<file path="src/rtl/lpm_pkg.sv">
`timescale 1ns/1ps
// Shared types for the low-power mode sequencer.
// Assumes: state codes are visible at the top port and must stay fixed.
package lpm_pkg;

    typedef enum logic [2:0] {
        ST_ACTIVE   = 3'd0,
        ST_IDLE     = 3'd1,
        ST_STANDBY  = 3'd2,
        ST_SHUTDOWN = 3'd3,
        ST_WAKEUP   = 3'd4,
        ST_PINHOLD  = 3'd5,
        ST_RESTART  = 3'd6
    } lpm_state_e;

    localparam int          REQ_W        = 2;
    localparam logic [1:0]  REQ_IDLE     = 2'd1;
    localparam logic [1:0]  REQ_STANDBY  = 2'd2;
    localparam logic [1:0]  REQ_SHUTDOWN = 2'd3;

    localparam int CAUSE_W      = 3;
    localparam int CAUSE_POR    = 0;
    localparam int CAUSE_PIN    = 1;
    localparam int CAUSE_SDWAKE = 2;

    typedef struct packed {
        logic cpu_clk;
        logic flash;
        logic sram_on;
        logic sram_ret;
        logic hf_clk;
        logic mf_clk;
        logic lf_clk;
        logic periph;
        logic bod;
        logic wdt_run;
        logic wdt_clr;
        logic io_latch;
        logic sys_reset;
    } lpm_en_t;

endpackage

</file>
<file path="src/rtl/lpm_mode_fsm.sv">
`timescale 1ns/1ps
// Mode state machine: holds the current power state and picks the next one
// from requests and wake sources. Reset pin has top priority.
// Assumes: all inputs are synchronous to clk; wake_edge is already an edge pulse.
module lpm_mode_fsm
    import lpm_pkg::*;
(
    input  logic                 clk,
    input  logic                 rst_n,
    input  logic                 rst_pin,
    input  logic                 req_valid,
    input  logic [REQ_W-1:0]     req_mode,
    input  logic                 irq,
    input  logic                 rtc_evt,
    input  logic                 sensor_evt,
    input  logic                 wake_edge,
    input  logic                 hf_ready,
    output lpm_state_e           state_q,
    output logic                 restart_by_pin,
    output logic                 restart_by_wake
);

    lpm_state_e state_d;
    logic       standby_wake;

    assign standby_wake = rtc_evt | sensor_evt | wake_edge;

    // Next-state selection; reset pin overrides every state.
    always_comb begin
        state_d = state_q;
        if (rst_pin) begin
            state_d = ST_PINHOLD;
        end else begin
            case (state_q)
                ST_ACTIVE: begin
                    if (req_valid) begin
                        case (req_mode)
                            REQ_IDLE:     state_d = ST_IDLE;
                            REQ_STANDBY:  state_d = ST_STANDBY;
                            REQ_SHUTDOWN: state_d = ST_SHUTDOWN;
                            default:      state_d = ST_ACTIVE;
                        endcase
                    end
                end
                ST_IDLE:     if (irq)          state_d = ST_ACTIVE;
                ST_STANDBY:  if (standby_wake) state_d = ST_WAKEUP;
                ST_WAKEUP:   if (hf_ready)     state_d = ST_ACTIVE;
                ST_SHUTDOWN: if (wake_edge)    state_d = ST_RESTART;
                ST_PINHOLD:  state_d = ST_RESTART;
                ST_RESTART:  state_d = ST_ACTIVE;
                default:     state_d = ST_RESTART;
            endcase
        end
    end

    // State register; power-on reset lands in restart.
    always_ff @(posedge clk) begin
        if (!rst_n) state_q <= ST_RESTART;
        else        state_q <= state_d;
    end

    // Reset-source flags for the cause register.
    assign restart_by_pin  = (state_q == ST_PINHOLD)  && (state_d == ST_RESTART);
    assign restart_by_wake = (state_q == ST_SHUTDOWN) && (state_d == ST_RESTART);

    AST_RESTART_TO_ACTIVE: assert property (@(posedge clk) disable iff (!rst_n)
        (state_q == ST_RESTART && !rst_pin) |=> (state_q == ST_ACTIVE));
    AST_IDLE_REQ: assert property (@(posedge clk) disable iff (!rst_n)
        (state_q == ST_ACTIVE && req_valid && req_mode == REQ_IDLE && !rst_pin) |=> (state_q == ST_IDLE));
    AST_IDLE_HOLD: assert property (@(posedge clk) disable iff (!rst_n)
        (state_q == ST_IDLE && !irq && !rst_pin) |=> (state_q == ST_IDLE));
    AST_STANDBY_HOLD: assert property (@(posedge clk) disable iff (!rst_n)
        (state_q == ST_STANDBY && !rtc_evt && !sensor_evt && !wake_edge && !rst_pin) |=> (state_q == ST_STANDBY));
    AST_WAKEUP_WAIT: assert property (@(posedge clk) disable iff (!rst_n)
        (state_q == ST_WAKEUP && !hf_ready && !rst_pin) |=> (state_q == ST_WAKEUP));
    AST_SHUTDOWN_HOLD: assert property (@(posedge clk) disable iff (!rst_n)
        (state_q == ST_SHUTDOWN && !wake_edge && !rst_pin) |=> (state_q == ST_SHUTDOWN));
    AST_PIN_WINS: assert property (@(posedge clk) disable iff (!rst_n)
        rst_pin |=> (state_q == ST_PINHOLD));

endmodule

</file>
<file path="src/rtl/lpm_enable_decode.sv">
`timescale 1ns/1ps
// Enable decoder: maps the current state to domain, clock and pad controls,
// and duty-cycles the brownout detector while in standby.
// Assumes: state is registered, so outputs are glitch-free at the state boundary.
module lpm_enable_decode
    import lpm_pkg::*;
#(
    parameter int DUTY_LOG2 = 3
) (
    input  logic       clk,
    input  logic       rst_n,
    input  lpm_state_e state,
    output lpm_en_t    en
);

    logic bod_tick;

    generate
        if (DUTY_LOG2 > 0) begin : g_duty
            logic [DUTY_LOG2-1:0] duty_q;
            // Phase counter that restarts on every entry to standby.
            always_ff @(posedge clk) begin
                if (!rst_n || state != ST_STANDBY) duty_q <= '0;
                else                               duty_q <= duty_q + 1'b1;
            end
            assign bod_tick = (duty_q == '0);
        end else begin : g_cont
            assign bod_tick = 1'b1;
        end
    endgenerate

    // Per-state enable pattern.
    always_comb begin
        en = '0;
        case (state)
            ST_ACTIVE: begin
                en.cpu_clk = 1'b1; en.flash  = 1'b1; en.sram_on = 1'b1;
                en.hf_clk  = 1'b1; en.mf_clk = 1'b1; en.lf_clk  = 1'b1;
                en.periph  = 1'b1; en.bod    = 1'b1; en.wdt_run = 1'b1;
            end
            ST_IDLE: begin
                en.flash   = 1'b1; en.sram_on = 1'b1;
                en.hf_clk  = 1'b1; en.mf_clk  = 1'b1; en.lf_clk = 1'b1;
                en.periph  = 1'b1; en.bod     = 1'b1; en.wdt_run = 1'b1;
            end
            ST_STANDBY: begin
                en.sram_ret = 1'b1; en.lf_clk = 1'b1;
                en.bod      = bod_tick; en.io_latch = 1'b1;
            end
            ST_WAKEUP: begin
                en.sram_ret = 1'b1; en.hf_clk = 1'b1; en.mf_clk = 1'b1;
                en.lf_clk   = 1'b1; en.bod    = 1'b1; en.io_latch = 1'b1;
            end
            ST_SHUTDOWN: begin
                en.io_latch = 1'b1; en.wdt_clr = 1'b1;
            end
            ST_PINHOLD: begin
                en.wdt_clr = 1'b1;
            end
            ST_RESTART: begin
                en.wdt_clr = 1'b1; en.sys_reset = 1'b1;
            end
            default: begin
                en.wdt_clr = 1'b1; en.sys_reset = 1'b1;
            end
        endcase
    end

    AST_SRAM_EXCL: assert property (@(posedge clk) disable iff (!rst_n)
        !(en.sram_on && en.sram_ret));
    AST_LATCH_NO_CPU: assert property (@(posedge clk) disable iff (!rst_n)
        en.io_latch |-> !en.cpu_clk && !en.periph);
    AST_CPU_NEEDS_HF: assert property (@(posedge clk) disable iff (!rst_n)
        en.cpu_clk |-> en.hf_clk);
    AST_WDT_PAUSED: assert property (@(posedge clk) disable iff (!rst_n)
        (state == ST_STANDBY) |-> !en.wdt_run && !en.wdt_clr);
    AST_SHUTDOWN_DARK: assert property (@(posedge clk) disable iff (!rst_n)
        (state == ST_SHUTDOWN) |-> !en.lf_clk && !en.bod && en.io_latch);

endmodule

</file>
<file path="src/rtl/lpm_reset_cause.sv">
`timescale 1ns/1ps
// Reset-cause register: one-hot record of the latest reset source with a
// write-one-to-clear strobe. A new cause replaces the old and beats a clear.
// Assumes: the set flags never fire together.
module lpm_reset_cause
    import lpm_pkg::*;
(
    input  logic               clk,
    input  logic               rst_n,
    input  logic               set_pin,
    input  logic               set_wake,
    input  logic [CAUSE_W-1:0] clr,
    output logic [CAUSE_W-1:0] cause_q
);

    // Record, replace or clear the cause bits.
    always_ff @(posedge clk) begin
        if (!rst_n) begin
            cause_q <= CAUSE_W'(1) << CAUSE_POR;
        end else if (set_pin) begin
            cause_q <= CAUSE_W'(1) << CAUSE_PIN;
        end else if (set_wake) begin
            cause_q <= CAUSE_W'(1) << CAUSE_SDWAKE;
        end else begin
            cause_q <= cause_q & ~clr;
        end
    end

    AST_CAUSE_ONEHOT: assert property (@(posedge clk) disable iff (!rst_n)
        $onehot0(cause_q));
    AST_PIN_RECORDED: assert property (@(posedge clk) disable iff (!rst_n)
        set_pin |=> cause_q[CAUSE_PIN]);
    AST_WAKE_RECORDED: assert property (@(posedge clk) disable iff (!rst_n)
        set_wake |=> cause_q[CAUSE_SDWAKE]);

endmodule

</file>
<file path="src/rtl/lpm_sequencer.sv">
`timescale 1ns/1ps
// Low-power mode sequencer top: state machine, enable decoder and reset-cause
// register wired together and flattened onto plain ports.
// Assumes: one clock domain that keeps running in every mode.
module lpm_sequencer
    import lpm_pkg::*;
#(
    parameter int BOD_DUTY_LOG2 = 3
) (
    input  logic               clk,
    input  logic               rst_n,
    input  logic               rst_pin,
    input  logic               req_valid,
    input  logic [REQ_W-1:0]   req_mode,
    input  logic               irq,
    input  logic               rtc_evt,
    input  logic               sensor_evt,
    input  logic               wake_edge,
    input  logic               hf_ready,
    input  logic [CAUSE_W-1:0] cause_clr,
    output logic [2:0]         mode_state,
    output logic               cpu_clk_en,
    output logic               flash_en,
    output logic               sram_on,
    output logic               sram_ret,
    output logic               hf_clk_en,
    output logic               mf_clk_en,
    output logic               lf_clk_en,
    output logic               periph_en,
    output logic               bod_en,
    output logic               wdt_run,
    output logic               wdt_clr,
    output logic               io_latch,
    output logic               sys_reset,
    output logic [CAUSE_W-1:0] reset_cause
);

    lpm_state_e state;
    lpm_en_t    en;
    logic       restart_by_pin;
    logic       restart_by_wake;

    lpm_mode_fsm u_fsm (
        .clk             (clk),
        .rst_n           (rst_n),
        .rst_pin         (rst_pin),
        .req_valid       (req_valid),
        .req_mode        (req_mode),
        .irq             (irq),
        .rtc_evt         (rtc_evt),
        .sensor_evt      (sensor_evt),
        .wake_edge       (wake_edge),
        .hf_ready        (hf_ready),
        .state_q         (state),
        .restart_by_pin  (restart_by_pin),
        .restart_by_wake (restart_by_wake)
    );

    lpm_enable_decode #(.DUTY_LOG2(BOD_DUTY_LOG2)) u_decode (
        .clk   (clk),
        .rst_n (rst_n),
        .state (state),
        .en    (en)
    );

    lpm_reset_cause u_cause (
        .clk      (clk),
        .rst_n    (rst_n),
        .set_pin  (restart_by_pin),
        .set_wake (restart_by_wake),
        .clr      (cause_clr),
        .cause_q  (reset_cause)
    );

    assign mode_state = state;
    assign cpu_clk_en = en.cpu_clk;
    assign flash_en   = en.flash;
    assign sram_on    = en.sram_on;
    assign sram_ret   = en.sram_ret;
    assign hf_clk_en  = en.hf_clk;
    assign mf_clk_en  = en.mf_clk;
    assign lf_clk_en  = en.lf_clk;
    assign periph_en  = en.periph;
    assign bod_en     = en.bod;
    assign wdt_run    = en.wdt_run;
    assign wdt_clr    = en.wdt_clr;
    assign io_latch   = en.io_latch;
    assign sys_reset  = en.sys_reset;

    AST_RESET_HAS_CAUSE: assert property (@(posedge clk) disable iff (!rst_n)
        sys_reset |-> (reset_cause != '0));

endmodule

</file>
<file path="config.mk">
export PLATFORM = sky130hd
export DESIGN_NAME = lpm_sequencer
export DESIGN_NICKNAME = d
export VERILOG_FILES = /design/src/rtl/lpm_pkg.sv /design/src/rtl/lpm_mode_fsm.sv /design/src/rtl/lpm_enable_decode.sv /design/src/rtl/lpm_reset_cause.sv /design/src/rtl/lpm_sequencer.sv
export SDC_FILE = /design/constraint.sdc
export NUM_CORES = 1
export LEC_CHECK = 0
export ABC_AREA = 1
export BUFFER_PORTS_ARGS = -buffer_cell sky130_fd_sc_hd__buf_2
export CORE_UTILIZATION = 44
export DETAILED_ROUTE_END_ITERATION = 12
export PLACE_DENSITY = 0.88
export SYNTH_ARGS = -nofsm -noshare
export SYNTH_HDL_FRONTEND = slang
export SYNTH_SLANG_ARGS = --single-unit
</file>
<file path="constraint.sdc">
create_clock -name clk -period 1.65 [get_ports clk]
set_input_delay 0.2475 -clock clk [delete_from_list [all_inputs] [get_ports clk]]
set_output_delay 0.2475 -clock clk [all_outputs]
set_load 0.03 [all_outputs]
</file>
Word-level counts from Yosys, hierarchy flattened
Index checks and enable logic that the tools add are counted.
- bits in registers: 9
- input port bits: 14
- output and inout port bits: 19
- add/subtract/negate cells: 1
- eq/ne operators: 11
- muxes and demuxes: 20
- bitwise operators: 5
- reductions and logical operators: 13
- operators by type and width (operator ; count):
    3-bit two-way mux ; 7
    3-bit case mux with 6 select lines ; 1
    3-bit equality test (second input constant) ; 4
    1-bit two-way mux ; 7
    3-bit by 2-bit equality test with 1-bit output (second input constant) ; 2
    3-bit logical NOT ; 2
    2-bit two-way mux ; 3
    2-bit case mux with 3 select lines ; 1
    2-bit OR reduction ; 3
    3-bit OR reduction ; 2
    6-bit OR reduction ; 1
    2-bit equality test (second input constant) ; 2
    4-bit OR reduction ; 1
    3-bit by 1-bit adder with 3-bit output (second input constant) ; 1
    3-bit AND ; 1
    3-bit by 1-bit equality test with 1-bit output (second input constant) ; 1
    3-bit by 2-bit inequality test with 1-bit output (second input constant) ; 1
    3-bit NOT ; 1
    2-bit by 1-bit equality test with 1-bit output (second input constant) ; 1
    1-bit logical AND ; 2
    1-bit OR ; 2
    1-bit case mux with 2 select lines ; 1
    1-bit logical NOT ; 1
    1-bit logical OR ; 1
    1-bit NOT ; 1

Depth between registers and ports, before layout
Gate-level depths: netlist of run 1.
- depth in word-level cells: 9
- gate-level depth with buffers: 10

By module
Synthesis of run 1 repeated with hierarchy kept, for this count alone.
- cell total of the unflattened synthesis: 101
- area total of the unflattened synthesis: 669.4 µm²
- modules (own cells, without submodules) (module ; instances ; cells an instance ; area an instance (µm²)):
    lpm_mode_fsm ; 1 ; 50 ; 307.8
    lpm_enable_decode ; 1 ; 35 ; 244.0
    lpm_reset_cause ; 1 ; 16 ; 117.6

Worst setup path after synthesis of run 1
No wires, ideal clock.
- kind: register -> output
- start point: register u_fsm.state_q[2]
- end point: output sys_reset
- arrival time: 2.156 ns
- path slack: -0.753 ns
- stages on the path, launching flop included: 7
- cells stage by stage: dfxtp_1 > buf_6 > nor2_2 > nand2_2 > nand2_1 > or2_1 > nor3_1
- cells in the longest elaborated chain, start to end: 3
- elaborated cells on any way between the ends: 8
- RTL lines (what ; RTL line ; source):
    start, declared ; lpm_mode_fsm.sv:18 ; output lpm_state_e state_q,
    start signal, assigned ; lpm_mode_fsm.sv:59 ; else state_q <= state_d;
    3-bit by 2-bit equality test with 1-bit output (tied with other cells) ; lpm_enable_decode.sv:35 ; case (state)
    6-bit OR reduction (no line) * ; -- ;
    1-bit two-way mux * ; lpm_enable_decode.sv:35 ;
    end, declared ; lpm_sequencer.sv:34 ; output logic sys_reset,
Mark *: on every way between the ends. The rest lies on a longest branch, timed or not.

Worst setup path in the final report of run 1
- start point: register u_fsm.state_q[1]
- end point: output sys_reset
The elaborated chain is that of the path after synthesis.

==> qor.yml, run 1 <==
drt-initial-drc-count: 14
netlist_area_um2: 656
synth_xor_area_frac: 0.0134
leakagePower_nw: 0.508
hold_class: "in2reg"
wl_per_cell_um: 11.4
fillerInstances: 108
final_cells: 147
overflow: 0
yosysWarnings: 0
layout.nets: 149
synth_nets: 111
endpoint_kind: "primary output"
power.density_nw_per_um2: 688
finClkSkew_ns: 0.000864
drive_gt1_frac: 0.545
rows: 13
cts_made_buffers: 3
critical_path_required_ns: 1.40
critical_path_class: "reg2out"
comb_power_share: 0.375
slew_viol_final: 0
synth_seq_area_share: 0.275
antenna_found_initial: 0
grt_max_degree: 8
antenna_cells: 0
placedCellCount: 136
ant_nets: 0
yosys.area_share.simple: 0.454
min_period_over_period: 0.982
avgViaCountPerCell: 4.84
fmax_mhz: 617
clk_latency_ns: 0.26
synth.avg_cell_area_um2: 6.90
synthCells: 95
rsz0062_at_grt: "yes"
register_area_um2: 191
cts_hold_buf: 0
grtUsageTotal: 0.212
synth_top_area_frac: 0.275
final_common_cell: "buf_2"
dieHeight_um: 40.6
synthMuxAreaShare: 0
vias: 711
setup_violations: 0
internal_power_w: 0.000408
portBuffers: 32
hold_viol: 0
yosys_register_bits: 9
layout_common_cells: "buf_2, nand2_1, inv_1"
multiInputGateArea_um2: 412
route.detailed.drc: 0
p_clk_frac: 0.260
dieArea_um2: 1650
status: "complete, no violations"
switchingPower_w: 0.000243
cp.arrival_ns: 1.37
met2_usage: 0.425
first_pass_iters: 4
ioPinCount: 33
coreArea_um2: 1350
period_needed_ns: 1.62
worst_pin_slew_ns: 0.172
max-vdd-ir-drop_uv: 574
p_sw_frac: 0.373
synth_adder_area_share: 0.0382
use_met1: 0.201
ys_top_cells_by_area: "dfxtp_1, nand2_1, inv_1"
totalWireLength_mm: 1.67
synthDistinctLibCells: 23
grt_pass1_wl_mm: 2.19
crit_path_start_kind: "flip-flop"
start_util: 0.486
clk_pin_slew_worst_paths_ns: 0.06
cap_violations: 0
hpwl_mm: 1.15
htreeDepth: 1
synth_top_cell_by_area: "dfxtp_1"
seqPwrFrac: 0.364
cts-root-buf: "clkbuf_4"
cp_max_fo: 7
synth_top_family_by_area: "simple AND/OR/NAND/NOR gates"
gp_congestion: 0.764
total_power_w: 0.000650
busiest_layer: "met2"
syn2layout_area_growth_pct: 44.3
grt_pass1_vias: 542
clockBufferDepth: 2
cts_tree: "built"
slew_headroom: 0.885
synth-compound-area-share: 0.0477
die_w_um: 40.6
cts.sink_count: 9
grtUsageMet3: 0.0333
## cells in the mapped netlist, drive strengths merged
library cell,instances
nor2,21
or2,1
xnor2,1
dfxtp,9
nand4,1
nor3,1
buf,6
inv,17
nand3b,2
nand3,5
ha,2
a21oi,2
nand2,24
o21ai,2
o31ai,1
## critical path, cell delays in order (launching register included)
cell and delay [ns]:
dfxtp_4 0.40, nor2_2 0.06, nand2_1 0.09, nand2_2 0.06
or2_4 0.24, nor3_4 0.12, buf_6 0.15
## cell type report
class | instances | share of cell area
multi-input combinational | 63 | 0.435
timing repair buffer | 39 | 0.247
sequential | 9 | 0.202
inverter | 17 | 0.0675
clock buffer | 4 | 0.0278
tap | 15 | 0.0198
## power groups by stage
stage / registers, W / clock network [W] / logic (W)
floorplan: 0.000250 / 0 / 0.000155
global placement: 0.000244 / 0 / 0.000204
detailed placement: 0.000246 / 0 / 0.000206
CTS: 0.000234 / 0.000176 / 0.000228
global route: 0.000238 / 0.000184 / 0.000263
finish: 0.000237 / 0.000169 / 0.000244
## final timing paths
path                          endpoint                       from  slack [ns]  depth (start not counted)
max                          sys_reset           u_fsm.state_q[1]        0.03                          6
min                   u_fsm.state_q[2]                      rst_n        0.21                          2
max reg2reg         u_cause.cause_q[0]           u_fsm.state_q[0]        0.17                         11
min reg2reg  u_decode.g_duty.duty_q[0]  u_decode.g_duty.duty_q[0]        0.45                          1
## per-stage QoR
step	instance area, um2	TNS [ns]	hold slack [ns]	setup WS (ns)	utilization
after global placement	818	0	0.429	0.170	0.606
after detailed placement	818	0	0.448	0.130	0.606
final	946	0	0.207	0.0304	0.701
after floorplan	688	-0.128	0.316	-0.123	-
after global routing	946	-0.0649	0.213	-0.0597	0.701
after CTS	903	0	0.200	0.0218	0.669
## per-layer routing
layer,up-vias,routed length (um)
met5,-,0
met4,0,23
met3,4,91
met2,30,966
met1,321,590
li1,356,-
## cells by family after synthesis
kind of cell,after synthesis
adders and majority gates,2
xor gates and xnor gates,1
AOI/OAI and AO/OA,5
and+or+nand+nor,55
DFF,9
buffers and inverters,23
## state kept, by name (all words and copies together), names as in the netlist
name and cells:
u_fsm.state_q 3, u_decode.g_duty.duty_q 3, u_cause.cause_q 3
## what timing repair did
action                                  CTS  global route
endpoints found under the setup margin    1             8
pin swaps                                 2             0
setup buffers                             6             1
resized for setup                         5            19
Note: power is estimated with default switching activity, not from simulation.
==> inputs of run 2 (changes only) <==
Settings changed: BUFFER_PORTS_ARGS -buffer_cell sky130_fd_sc_hd__buf_2 to -buffer_cell sky130_fd_sc_hd__buf_4.
==> run 2 against run 1 <==
Critical path depth unchanged. Critical path type unchanged. Utilization is 7.6 points higher. Via count up 3.4%. Power is 6.4% higher. Cell count increased by 2.0%. Die area unchanged. Largest power group unchanged. Sequential cell count unchanged. Sequential power about the same. Fmax down 1.2%.
==> qor.yml, run 2 (synthesis gave the netlist of run 1 again) <==
r2r_slack_ns: 0.17
dieArea_um2: 1650
fin_setup_tns_ns: 0
totalWireLength_mm: 1.87
startpoint: "u_fsm.state_q[0]"
grt_pass1_vias: 674
first_pass_iters: 4
final_area_um2: 1050
cts-root-buf: "clkbuf_4"
rows: 13
cap_violations: 0
rr_startpoint: "u_fsm.state_q[0]"
worst_pin_slew_ns: 0.246
hold_class: "in2reg"
ant_nets: 0
hold_viol: 0
drive_gt1_frac: 0.556
worst_path_largest_cell_delay_ns: 0.41
endpoint_kind: "primary output"
start_util: 0.486
dpl_cell_area_um2: 898
seqPwrFrac: 0.343
route.detailed.drc: 0
final_common_cell: "buf_4"
reg2reg_depth: 11
min_period_over_period: 0.993
critical_path_required_ns: 1.40
cts.sink_count: 9
cp.arrival_ns: 1.39
overflow: 0
cpMostUsedCell: "nand2_2"
leakagePower_nw: 0.545
ioPinCount: 33
crit_path_start_kind: "flip-flop"
layout.nets: 152
endpoint: "sys_reset"
gp_congestion: 0.758
r2r_end: "u_cause.cause_q[0]"
antenna_found_initial: 0
wl_per_cell_um: 12.5
path_cells: "nor2_4 > nand2_2 > nand2_2 > or2_4 > nor3_4 > buf_6"
htreeDepth: 1
min_path_cells: 2
drt-initial-drc-count: 13
grt_pass1_wl_mm: 2.75
switchingPower_w: 0.000254
critical_path_class: "reg2out"
coreArea_um2: 1350
power.density_nw_per_um2: 660
avgViaCountPerCell: 4.90
internal_power_w: 0.000438
die_w_um: 40.6
status: "complete, no violations"
cts_hold_buf: 0
dieHeight_um: 40.6
max-vdd-ir-drop_uv: 599
p_sw_frac: 0.368
finClkSkew_ns: 0.0129
cts_tree: "built"
total_power_w: 0.000692
p_clk_frac: 0.249
hold_ws_ns: 0.178
fmax_mhz: 610
setup_violations: 0
cp_max_fo: 6
slew_viol_final: 0
antenna_cells: 0
syn2layout_area_growth_pct: 59.9
fillerInstances: 100
clockBufferDepth: 2
portBuffers: 32
clk_latency_ns: 0.27
hpwl_mm: 1.27
vias: 735
slew_headroom: 0.834
grtUsageTotal: 0.254
reg.largest.list: "u_cause.cause_q: 3 flops, u_decode.g_duty.duty_q: 3 flops, u_fsm.state_q: 3 flops"
layout_common_cells: "buf_4, nand2_1, inv_1"
cts_made_buffers: 3
grt_max_degree: 8
cpMaxStageDelayCell: "dfxtp_4"
period_needed_ns: 1.64
comb_power_share: 0.408
rsz0062_at_grt: "yes"
clk_pin_slew_worst_paths_ns: 0.07
run 2: worst max-delay path: cells and delay by family, from the launching register on:
family | cells | cell delay, ns
flops | 1 | 0.41
buf+inv | 1 | 0.15
simple gates | 5 | 0.56
run 2: area by class of cell:
class / instances / area [um2] / area share
inverters: 17 / 63.8 / 0.0609
repair buffers: 42 / 323 / 0.308
well taps: 15 / 18.8 / 0.0179
multi-input cells: 63 / 425 / 0.406
flip-flops and latches: 9 / 191 / 0.183
clock buffers: 4 / 26.3 / 0.0251
run 2: timing repair:
item,4_1_cts,5_1_grt
buffers inserted,6,4
endpoints found under the hold margin,0,0
endpoints found under the setup margin,1,8
pin swaps,2,0
resized for setup,5,10
run 2: how the worst min path moves through the flow:
stage / slack, ns / endpoint / from
global route: 0.19 / u_fsm.state_q[2] / rst_n
CTS: 0.18 / u_fsm.state_q[2] / rst_n
floorplan: 0.32 / u_fsm.state_q[2] / rst_n
detailed placement: 0.44 / u_decode.g_duty.duty_q[0] / u_decode.g_duty.duty_q[0]
global placement: 0.43 / u_decode.g_duty.duty_q[0] / u_decode.g_duty.duty_q[0]
finish: 0.18 / u_fsm.state_q[2] / rst_n
run 2: power groups by stage:
| stage | combinational (W) | clock, W | sequential [W] |
|---|---|---|---|
| 6_report | 0.000282 | 0.000173 | 0.000237 |
| 5_1_grt | 0.000301 | 0.000186 | 0.000238 |
| 4_1_cts | 0.000257 | 0.000176 | 0.000236 |
| 3_5_place_dp | 0.000237 | 0 | 0.000246 |
| 3_3_place_gp | 0.000233 | 0 | 0.000245 |
| 2_1_floorplan | 0.000155 | 0 | 0.000250 |
run 2: per-stage QoR:
stage                      util  std cells  setup WS [ns]
after global placement    0.665        136          0.191
after detailed placement  0.665        136          0.136
after global routing      0.777        150        -0.0403
after CTS                 0.730        146         0.0137
after floorplan               -         95         -0.123
final                     0.777        150         0.0108
run 2: metal layers:
layer  track usage  share of wire  vias to the layer above
met5             0              0                        -
met4         0.150         0.0085                        0
met3        0.0167          0.049                        4
met2         0.484           0.58                       28
met1         0.264           0.36                      342
li1              -              -                      361
==> inputs of run 3 (changes only) <==
Settings changed: RECOVER_POWER set to 25.
==> run 3 against run 2 <==
Global-route usage is the same. Sequential power about the same. Fmax shrank 0.45%. Non-clock buffer count unchanged. Utilization fell by 0.83 points. Largest power group unchanged. Largest cell class unchanged. Critical path type unchanged. Routed wire length fell by 0.32%. Cell area shrank 1.1%. Clock skew about the same. Worst setup slack got worse by 0.0074 ns. Sequential share of layout area grew 0.20 points. Combinational power is essentially flat. Hold slack got worse by 0.0066 ns. Critical endpoint unchanged.
==> qor.yml, run 3 (synthesis gave the netlist of run 1 again) <==
status: "complete, no violations"
antenna_found_initial: 0
period_needed_ns: 1.65
hold_ws_ns: 0.172
gp_congestion: 0.758
syn2layout_area_growth_pct: 58.2
max-vdd-ir-drop_uv: 599
cts.sink_count: 9
cts_made_buffers: 3
layout.nets: 152
cpMaxStageDelayCell: "dfxtp_4"
vias: 734
worst_pin_slew_ns: 0.373
cp_max_fo: 6
ioPinCount: 33
crit_path_start_kind: "flip-flop"
total_power_w: 0.000694
seqPwrFrac: 0.342
multiInputGateArea_um2: 425
clk_pin_slew_worst_paths_ns: 0.07
fillerInstances: 106
totalWireLength_mm: 1.87
clockBufferDepth: 2
endpoint_kind: "primary output"
clk_latency_ns: 0.27
power.density_nw_per_um2: 669
overflow: 0
grtUsageTotal: 0.254
ant_nets: 0
switchingPower_w: 0.000258
drive_gt1_frac: 0.533
slew_viol_final: 0
grt_pass1_wl_mm: 2.75
p_clk_frac: 0.254
dieHeight_um: 40.6
cts_tree: "built"
grt_max_degree: 8
first_pass_iters: 4
die_w_um: 40.6
antenna_cells: 0
htreeDepth: 1
rows: 13
wl_per_cell_um: 12.4
final_cells: 150
route.detailed.drc: 0
fmax_mhz: 607
worst_path_largest_cell_delay_ns: 0.41
critical_path_class: "reg2out"
setup_violations: 0
p_sw_frac: 0.371
slew_headroom: 0.753
leakagePower_nw: 0.533
internal_power_w: 0.000436
avgViaCountPerCell: 4.89
reg.largest.list: "u_cause.cause_q: 3 flops, u_decode.g_duty.duty_q: 3 flops, u_fsm.state_q: 3 flops"
cpMostUsedCell: "nand2_2"
rsz0062_at_grt: "yes"
layout_common_cells: "buf_4, nand2_1, inv_1"
crit_family: "simple AND/OR/NAND/NOR gates"
portBuffers: 32
drt-initial-drc-count: 13
coreArea_um2: 1350
cp.arrival_ns: 1.40
register_area_um2: 191
start_util: 0.486
dieArea_um2: 1650
worst-path-stages: 6
critical_path_required_ns: 1.40
final_common_cell: "buf_4"
reg2reg_depth: 11
grt_pass1_vias: 674
path_cells: "nor2_4 > nand2_2 > nand2_2 > or2_4 > nor3_4 > buf_6"
setup_ws_ns: 0.00344
placedCellCount: 136
min_path_cells: 2
cap_violations: 0
comb_power_share: 0.404
critPathBufInv: 1
final_core_util: 0.768
dpl_worst_slack_ns: 0.136
hold_viol: 0
hold_class: "in2reg"
min_period_over_period: 0.998
hpwl_mm: 1.27
finClkSkew_ns: 0.0128
cts_hold_buf: 0
cts-root-buf: "clkbuf_4"
==> run 3: changes by cell type in the layout (fill, tap and decap cells not counted), sizes merged <==
| cell | previous run | this run |
|---|---|---|
| clkbuf | 4 | 7 |
| buf | 42 | 39 |
==> run 3: per-layer routing <==
| metal | track usage | up-vias | routed length, um |
|---|---|---|---|
| li1 | - | 361 | - |
| met1 | 0.264 | 337 | 668 |
| met2 | 0.484 | 32 | 1080 |
| met3 | 0.0167 | 4 | 98 |
| met4 | 0.150 | 0 | 17 |
| met5 | 0 | - | 0 |
==> run 3: repair_timing <==
action,in CTS,in global routing
buffers inserted,6,4
pin swaps,2,0
resized for setup,5,10
endpoints found under the hold margin,0,0
setup endpoints to repair,1,8
==> run 3: final cells by class <==
cell class              instances  area share
clock buffers                   4      0.0253
inverters                      17      0.0615
multi-input cells              63       0.410
flip-flops and latches          9       0.185
well taps                      15      0.0181
repair buffers                 42       0.300
==> run 3: power groups by stage <==
stage,logic [W],clock network [W],registers (W)
2_1_floorplan,0.000155,0,0.000250
3_3_place_gp,0.000233,0,0.000245
3_5_place_dp,0.000237,0,0.000246
4_1_cts,0.000257,0.000176,0.000236
5_1_grt,0.000299,0.000186,0.000238
6_report,0.000280,0.000176,0.000237
==> run 3: worst paths after layout <==
check / startpoint / to / slack (ns)
setup / recovery: u_fsm.state_q[0] / sys_reset / 0.003
setup reg to reg: u_fsm.state_q[0] / u_cause.cause_q[0] / 0.17
hold reg to reg: u_decode.g_duty.duty_q[0] / u_decode.g_duty.duty_q[0] / 0.45
hold / removal: rst_n / u_fsm.state_q[2] / 0.17
==> run 3: worst register-to-register path, delay by kind of cell (launching register included) <==
| family | cells | cell delay (ns) |
|---|---|---|
| simple gates | 9 | 0.77 |
| flops | 1 | 0.38 |
| buf+inv | 2 | 0.22 |
==> run 3: per-stage QoR <==
stage | setup TNS (ns) | area (um2)
final | 0 | 1040
after global routing | -0.133 | 1040
after CTS | 0 | 986
after detailed placement | 0 | 898
after global placement | 0 | 898
after floorplan | -0.128 | 688
